<file path="config.mk">
export PLATFORM = sky130hd
export DESIGN_NAME = irq_pend_track
export DESIGN_NICKNAME = d
export VERILOG_FILES = /design/src/rtl/ipt_pkg.sv /design/src/rtl/ipt_pick.sv /design/src/rtl/ipt_route.sv /design/src/rtl/ipt_cpu.sv /design/src/rtl/irq_pend_track.sv
export SDC_FILE = /design/constraint.sdc
export NUM_CORES = 1
export LEC_CHECK = 0
export ABC_AREA = 1
export BUFFER_PORTS_ARGS = -buffer_cell sky130_fd_sc_hd__clkbuf_2
export CORE_MARGIN = 5
export CORE_UTILIZATION = 50
export CTS_CLUSTER_DIAMETER = 150
export DETAILED_ROUTE_END_ITERATION = 12
export GPL_TIMING_DRIVEN = 0
export PLACE_DENSITY_LB_ADDON = 0.15
export SLEW_MARGIN = 20
export SYNTH_ARGS = -nofsm -noshare
export SYNTH_HDL_FRONTEND = slang
export SYNTH_SLANG_ARGS = --single-unit
</file>
<file path="constraint.sdc">
create_clock -name clk -period 2.9 [get_ports clk]
set_input_delay 0.58 -clock clk [delete_from_list [all_inputs] [get_ports clk]]
set_output_delay 0.58 -clock clk [all_outputs]
set_load 0.02 [all_outputs]
</file>
<file path="src/rtl/ipt_pkg.sv">
package ipt_pkg;
  function automatic int idw(input int n);
    return (n > 1) ? $clog2(n) : 1;
  endfunction
endpackage

</file>
<file path="src/rtl/ipt_pick.sv">
module ipt_pick #(
  parameter int N  = 24,
  parameter int IW = 5
) (
  input  logic [N-1:0]  vec,
  output logic          any,
  output logic [IW-1:0] idx
);
  always_comb begin
    idx = '0;
    for (int i = N - 1; i >= 0; i--) begin
      if (vec[i]) idx = IW'(i);
    end
  end
  assign any = |vec;
endmodule

</file>
<file path="src/rtl/ipt_route.sv">
module ipt_route #(
  parameter int NC = 2,
  parameter int NS = 16
) (
  input  logic [NC*NS-1:0] tgt,
  output logic [NC*NS-1:0] route
);
  always_comb begin
    logic found;
    route = '0;
    for (int j = 0; j < NS; j++) begin
      found = 1'b0;
      for (int c = 0; c < NC; c++) begin
        route[c*NS+j] = tgt[c*NS+j] & ~found;
        found = found | tgt[c*NS+j];
      end
    end
  end
endmodule

</file>
<file path="src/rtl/ipt_cpu.sv">
module ipt_cpu #(
  parameter int NP    = 8,
  parameter int NS    = 16,
  parameter int IDW   = 5,
  parameter int CW    = 1,
  parameter int MYIDX = 0
) (
  input  logic           clk,
  input  logic           rst,
  input  logic           dist_en_q,
  input  logic [NP-1:0]  p_line,
  input  logic [NP-1:0]  p_en,
  input  logic [NP-1:0]  p_cfg,
  input  logic [NS-1:0]  s_state,
  input  logic [NS-1:0]  s_en,
  input  logic [NS-1:0]  s_route,
  input  logic [NS-1:0]  s_cfg,
  input  logic           ready,
  input  logic           eoi_valid,
  input  logic [CW-1:0]  eoi_cpu,
  input  logic [IDW-1:0] eoi_id,
  output logic           offer_valid,
  output logic [IDW-1:0] offer_id,
  output logic           offer_eoi,
  output logic           pending,
  output logic           take
);
  localparam int NT = NP + NS;

  logic [NP-1:0] p_line_q, p_en_q, p_cfg_q, p_pend, p_act;
  logic [NP-1:0] p_state, p_take, p_eoi, p_rise;
  logic [NT-1:0] deliv, cfg_all;
  logic          any;
  logic [IDW-1:0] pick_id;

  assign p_state = (p_line_q & ~p_act & ~p_cfg_q) | (p_pend & p_cfg_q);
  assign deliv   = {s_state & s_en & s_route, p_state & p_en_q};
  assign cfg_all = {s_cfg, p_cfg_q};

  ipt_pick #(.N(NT), .IW(IDW)) u_pick (.vec(deliv), .any(any), .idx(pick_id));

  assign offer_valid = dist_en_q & any;
  assign pending     = dist_en_q & (|deliv);
  assign offer_id    = pick_id;
  assign offer_eoi   = offer_valid & ~cfg_all[pick_id];
  assign take        = offer_valid & ready;
  assign p_rise      = p_line & ~p_line_q & p_cfg;

  always_comb begin
    for (int i = 0; i < NP; i++) begin
      p_take[i] = take && (pick_id == IDW'(i));
      p_eoi[i]  = eoi_valid && (eoi_cpu == CW'(MYIDX)) && (eoi_id == IDW'(i));
    end
  end

  always_ff @(posedge clk) begin
    if (rst) begin
      p_line_q <= '0;
      p_en_q   <= '0;
      p_cfg_q  <= '0;
      p_pend   <= '0;
      p_act    <= '0;
    end else begin
      p_line_q <= p_line;
      p_en_q   <= p_en;
      p_cfg_q  <= p_cfg;
      p_pend   <= (p_pend & ~(p_take & p_cfg_q)) | p_rise;
      p_act    <= (p_act & ~p_eoi) | (p_take & ~p_cfg_q);
    end
  end
endmodule

</file>
<file path="src/rtl/irq_pend_track.sv">
module irq_pend_track #(
  parameter int NC = 2,
  parameter int NP = 8,
  parameter int NS = 16,
  localparam int IDW = ipt_pkg::idw(NP + NS),
  localparam int CW  = ipt_pkg::idw(NC)
) (
  input  logic              clk,
  input  logic              rst,
  input  logic              dist_en,
  input  logic [NC*NP-1:0]  priv_line,
  input  logic [NC*NP-1:0]  priv_en,
  input  logic [NC*NP-1:0]  priv_cfg,
  input  logic [NS-1:0]     shr_line,
  input  logic [NS-1:0]     shr_en,
  input  logic [NS-1:0]     shr_cfg,
  input  logic [NC*NS-1:0]  shr_target,
  input  logic [NC-1:0]     take_ready,
  input  logic              eoi_valid,
  input  logic [CW-1:0]     eoi_cpu,
  input  logic [IDW-1:0]    eoi_id,
  output logic [NC-1:0]     offer_valid,
  output logic [NC*IDW-1:0] offer_id,
  output logic [NC-1:0]     offer_eoi,
  output logic [NC-1:0]     pending
);
  logic              dist_en_q;
  logic [NS-1:0]     s_line_q, s_en_q, s_cfg_q, s_pend, s_act;
  logic [NS-1:0]     s_state, s_taken, s_eoi, s_rise;
  logic [NC*NS-1:0]  s_tgt_q, s_route;
  logic [NC-1:0]     take;
  logic [IDW-1:0]    cpu_id [NC];

  ipt_route #(.NC(NC), .NS(NS)) u_route (.tgt(s_tgt_q), .route(s_route));

  assign s_state = (s_line_q & ~s_act & ~s_cfg_q) | (s_pend & s_cfg_q);
  assign s_rise  = shr_line & ~s_line_q & shr_cfg;

  for (genvar c = 0; c < NC; c++) begin : g_cpu
    ipt_cpu #(.NP(NP), .NS(NS), .IDW(IDW), .CW(CW), .MYIDX(c)) u_cpu (
      .clk(clk), .rst(rst), .dist_en_q(dist_en_q),
      .p_line(priv_line[c*NP +: NP]), .p_en(priv_en[c*NP +: NP]),
      .p_cfg(priv_cfg[c*NP +: NP]),
      .s_state(s_state), .s_en(s_en_q), .s_route(s_route[c*NS +: NS]),
      .s_cfg(s_cfg_q), .ready(take_ready[c]),
      .eoi_valid(eoi_valid), .eoi_cpu(eoi_cpu), .eoi_id(eoi_id),
      .offer_valid(offer_valid[c]), .offer_id(cpu_id[c]),
      .offer_eoi(offer_eoi[c]), .pending(pending[c]), .take(take[c])
    );
    assign offer_id[c*IDW +: IDW] = cpu_id[c];
  end

  always_comb begin
    s_taken = '0;
    for (int j = 0; j < NS; j++) begin
      s_eoi[j] = eoi_valid && (eoi_id == IDW'(NP + j));
      for (int c = 0; c < NC; c++) begin
        if (take[c] && (cpu_id[c] == IDW'(NP + j))) s_taken[j] = 1'b1;
      end
    end
  end

  always_ff @(posedge clk) begin
    if (rst) begin
      dist_en_q <= 1'b0;
      s_line_q  <= '0;
      s_en_q    <= '0;
      s_cfg_q   <= '0;
      s_tgt_q   <= '0;
      s_pend    <= '0;
      s_act     <= '0;
    end else begin
      dist_en_q <= dist_en;
      s_line_q  <= shr_line;
      s_en_q    <= shr_en;
      s_cfg_q   <= shr_cfg;
      s_tgt_q   <= shr_target;
      s_pend    <= (s_pend & ~(s_taken & s_cfg_q)) | s_rise;
      s_act     <= (s_act & ~s_eoi) | (s_taken & ~s_cfg_q);
    end
  end
endmodule

</file>
==> impl_metrics.csv <==
group,metric,value,unit
timing,tightest_slew,1.01,ns
clocking,tritoncts,"done",
timing,number_of_hold_violations_in_the_final_report,0,
setup_path,cp.arrival,3.69,ns
hold_path,startpoint_of_the_tightest_hold_check_path,"shr_en[10]",
hold_path,min-delay-path-class,"input pin to flop",
timing,tns,-31.04,ns
die,die-height,141,microns
setup_path,reg2reg_slack,-1.23,ns
clocking,hold_buffers,0,
timing,slew-limit-headroom,0.330,
setup_path,worst-endpoint-required,2.32,ns
grt,grt_first_pass_wirelength,43400,microns
routing,route.final.wire_length,31000,microns
finish,fillerInstances,1270,
setup_path,rr_startpoint,"s_pend[15]$_SDFF_PP0_",
clocking,cts_inserted_buffers,17,
yosys,synth.yosys.seq_area_share,0.450,
yosys,syn-mean-instance-area,6.88,sq um
yosys,yosysWarningCount,0,
timing,maxClockFrequency,0.234,GHz
placement,input_output_buffers,154,
grt,grt_remaining_overflow,0,
yosys,synth.top_cells.by_count,"261 x sky130_fd_sc_hd__nor2_1, 241 x sky130_fd_sc_hd__inv_1, 193 x sky130_fd_sc_hd__dfxtp_1",
yosys,ys.flop_type,"sky130_fd_sc_hd__dfxtp_1",
pwr,max-vdd-ir-drop,476,uV
timing,setup_slack,-1.37,ns
placement,placed_cells_incl_taps,1627,
yosys,netlist.area_leader.share,0.450,
pwr,cellPowerDensity,551,nW/um^2
timing,final.min_clock_period,4.27,ns
finish,fin_cells,1771,
yosys,synthCells,1248,
timing,layout_worst_path_cycle_share,1.47,
grt,grt_max_degree,19,
timing,final.setup_skew,0.0119,ns
routing,drt_drc_violations_left,0,
pwr,power.internal,4.78,mW
die,dieArea,19900,sq um
clocking,cts_buffer_depth,2,
routing,postRouteAntennaNets,0,
yosys,post_synth_main_area_contributors,"sky130_fd_sc_hd__dfxtp_1 45%, sky130_fd_sc_hd__nor2_1 11%, sky130_fd_sc_hd__inv_1 11%, sky130_fd_sc_hd__nand2_1 8.3%, sky130_fd_sc_hd__nand3_1 5.4%",
placement,place_ws,-1.18,ns
grt,grt_use_total,0.281,
yosys,synth.cell_area,8590,sq um
setup_path,worst_r2r_endpoint,"s_pend[9]$_SDFF_PP0_",
timing,setup_violations,72,
finish,n_antenna_cell,0,
clocking,clkTransAtPathRegs,0.07,ns
die,boundaryPins,156,
routing,drtIter0Drc,827,
outcome,status,"finished, violations left",
setup_path,startpoint_type,"flop",
pwr,power_frac_clock,0.352,
pwr,fin_total_pwr,6.91,mW
yosys,synth_cell_types,34,
clocking,cts.sink_count,193,
yosys,synth_fp_nets,1388,
die,die-width,141,microns
grt,number_of_antenna_violations_at_the_first_check_in_global_routing,0,
placement,place_congestion,0.972,
setup_path,critical_path_class,"flop to output port",
setup_path,worst-path-max-fanout,9,
yosys,synth_enable_flop_cells,0,
pwr,share_seq_of_total_power,0.414,
clocking,clock_insertion_delay_worst_skew,0.45,ns
timing,grt_setup_unrepaired,"yes",
routing,wire_per_inst,17.5,microns
job,maxCapViolations,0,
die,initial_cell_density_of_the_core,0.503,
pwr,comb_power_share,0.234,
hold_path,hold-path-cell-count,3,
routing,via_count,9333,
die,std_cell_rows,48,
yosys,synth_top_cell_by_area,"sky130_fd_sc_hd__dfxtp_1",
clocking,clock_root_cell,"sky130_fd_sc_hd__clkbuf_16",
pwr,leakage,6.04,nW
grt,number_of_global_route_vias_before_repair,8274,
routing,drt_pre_antenna_iters,7,
setup_path,r2r_cells,47,
finish,nets,1673,
pwr,power.switching,2.14,mW
hold_path,worst_hold_path.endpoint,"s_en_q[10]$_SDFF_PP0_",
finish,layout-drive-gt1-share,0.375,
outcome,failing_checks,"setup timing",
yosys,ys_ff_latch,193,
clocking,h-tree-depth,4,
setup_path,worstSetupEndpointType,"output port",
die,design.core.area,17100,sq um
routing,detail_route.vias_per_cell,5.27,
timing,timing.final.max_slew_violations,0,
finish,syn_to_final_growth,46.2,%
pwr,power.switching_fraction,0.309,
yosys,async_flop_share,0,
placement,dp_hpwl,21500,microns
yosys,post-synth-top-count-cell,"sky130_fd_sc_hd__nor2_1",
timing repair:
item / in CTS / in global routing
setup endpoints to repair: 78 / 79
endpoints found under the hold margin: 0 / 0
pin swaps: 42 / 120
cloned: 0 / 0
resized for setup: 128 / 300
buffers inserted: 42 / 74
how the worst max path moves through the flow:
stage,slack [ns],startpoint,to
6_report,-1.37,s_pend[15]$_SDFF_PP0_,offer_eoi[0]
3_5_place_dp,-1.18,s_cfg_q[10]$_SDFF_PP0_,offer_eoi[1]
5_1_grt,-1.57,s_tgt_q[15]$_SDFF_PP0_,offer_eoi[1]
3_3_place_gp,-1.23,s_cfg_q[10]$_SDFF_PP0_,offer_eoi[1]
4_1_cts,-1.13,s_cfg_q[15]$_SDFF_PP0_,offer_eoi[0]
2_1_floorplan,-0.18,s_cfg_q[15]$_SDFF_PP0_,offer_eoi[1]
metrics by stage:
stage	area (sq um)	hold slack, ns	utilization
final	12600	0.316	0.736
after global routing	12600	0.310	0.736
after CTS	11000	0.311	0.647
after detailed placement	9670	0.455	0.567
after global placement	9670	0.453	0.567
after floorplan	8610	0.439	-
critical path, cell delays in order, from the launching register on:
cell,delay [ns]
sky130_fd_sc_hd__dfxtp_2,0.34
sky130_fd_sc_hd__inv_2,0.03
sky130_fd_sc_hd__a21oi_2,0.13
sky130_fd_sc_hd__nand2_2,0.09
sky130_fd_sc_hd__buf_4,0.14
sky130_fd_sc_hd__buf_6,0.12
sky130_fd_sc_hd__o21ai_4,0.17
sky130_fd_sc_hd__a31oi_1,0.10
sky130_fd_sc_hd__nor2_1,0.12
sky130_fd_sc_hd__nor2_1,0.05
sky130_fd_sc_hd__nor2_1,0.18
sky130_fd_sc_hd__nor2_1,0.08
sky130_fd_sc_hd__nor2_2,0.16
sky130_fd_sc_hd__o21bai_1,0.13
sky130_fd_sc_hd__a21oi_4,0.26
sky130_fd_sc_hd__clkinv_2,0.27
sky130_fd_sc_hd__nand4_1,0.20
sky130_fd_sc_hd__nand3_2,0.08
sky130_fd_sc_hd__nand2_1,0.08
sky130_fd_sc_hd__nand2_1,0.06
sky130_fd_sc_hd__inv_1,0.07
sky130_fd_sc_hd__nand2_1,0.07
sky130_fd_sc_hd__a21oi_2,0.15
sky130_fd_sc_hd__clkbuf_8,0.16
power groups by stage:
stage,clock (mW),sequential [mW],combinational (mW)
floorplan,0,2.88,0.601
global placement,0,2.91,0.927
detailed placement,0,2.91,0.937
CTS,2.44,2.85,1.17
global route,2.57,2.87,1.71
finish,2.43,2.86,1.62
registers in the layout, summed over array words and instances, names as in the netlist, 16 cells and up:
| signal | cells |
|---|---|
| s_line_q | 16 |
| g_cpu.u_cpu.p_act | 16 |
| g_cpu.u_cpu.p_en_q | 16 |
| g_cpu.u_cpu.p_cfg_q | 16 |
| g_cpu.u_cpu.p_line_q | 16 |
| s_act | 16 |
| s_pend | 16 |
| g_cpu.u_cpu.p_pend | 16 |
| s_cfg_q | 16 |
| s_tgt_q | 32 |
| s_en_q | 16 |
layout make-up:
class	instances	area, sq um	share of cell area
flip-flops and latches	193	3930	0.313
well taps	225	282	0.0224
clock inverters	14	168	0.0134
inverters	252	985	0.0785
plain buffers	29	171	0.0137
multi-input cells	772	4670	0.372
repair buffers	268	1910	0.152
clock buffers	18	439	0.0350
placed cells by master (no fill, tap or decap), types with 6 or more instances in the layout:
| master | n |
|---|---|
| sky130_fd_sc_hd__a21oi_2 | 21 |
| sky130_fd_sc_hd__clkbuf_16 | 17 |
| sky130_fd_sc_hd__inv_2 | 25 |
| sky130_fd_sc_hd__nand2_4 | 15 |
| sky130_fd_sc_hd__dfxtp_1 | 163 |
| sky130_fd_sc_hd__nand4_1 | 20 |
| sky130_fd_sc_hd__o31ai_1 | 8 |
| sky130_fd_sc_hd__nand2_8 | 6 |
| sky130_fd_sc_hd__o21ai_4 | 7 |
| sky130_fd_sc_hd__dfxtp_4 | 10 |
| sky130_fd_sc_hd__buf_4 | 71 |
| sky130_fd_sc_hd__inv_1 | 214 |
| sky130_fd_sc_hd__dfxtp_2 | 20 |
| sky130_fd_sc_hd__buf_6 | 51 |
| sky130_fd_sc_hd__o22ai_4 | 7 |
| sky130_fd_sc_hd__a32oi_1 | 13 |
| sky130_fd_sc_hd__a21oi_1 | 19 |
| sky130_fd_sc_hd__nor2_2 | 21 |
| sky130_fd_sc_hd__clkbuf_2 | 143 |
| sky130_fd_sc_hd__nand2_2 | 41 |
| sky130_fd_sc_hd__o21ai_0 | 41 |
| sky130_fd_sc_hd__nand3b_1 | 13 |
| sky130_fd_sc_hd__nor2_4 | 27 |
| sky130_fd_sc_hd__o21ai_1 | 19 |
| sky130_fd_sc_hd__o21ai_2 | 12 |
| sky130_fd_sc_hd__nand3_1 | 60 |
| sky130_fd_sc_hd__nand2_1 | 142 |
| sky130_fd_sc_hd__inv_4 | 7 |
| sky130_fd_sc_hd__nand3_2 | 30 |
| sky130_fd_sc_hd__nor2_1 | 216 |
| sky130_fd_sc_hd__o211ai_1 | 12 |
| sky130_fd_sc_hd__clkbuf_1 | 17 |
metal layers:
metal / track usage / wire length, microns / up-vias
met2: 0.457 / 14400 / 475
li1: - / - / 4478
met1: 0.370 / 12600 / 4260
met3: 0.0695 / 2690 / 120
met5: 0 / 0 / -
met4: 0.0882 / 1350 / 0
cell families (layout without fill, tap and decap cells):
| kind of cell | after synthesis | count (layout) | synth area share |
|---|---|---|---|
| AND/OR/NAND/NOR | 596 | 596 | 0.300 |
| buffers and inverters | 283 | 581 | 0.127 |
| flip-flops | 193 | 193 | 0.450 |
| AO/OA/AOI/OAI | 176 | 176 | 0.123 |
Note: power is estimated with default switching activity, not from simulation.
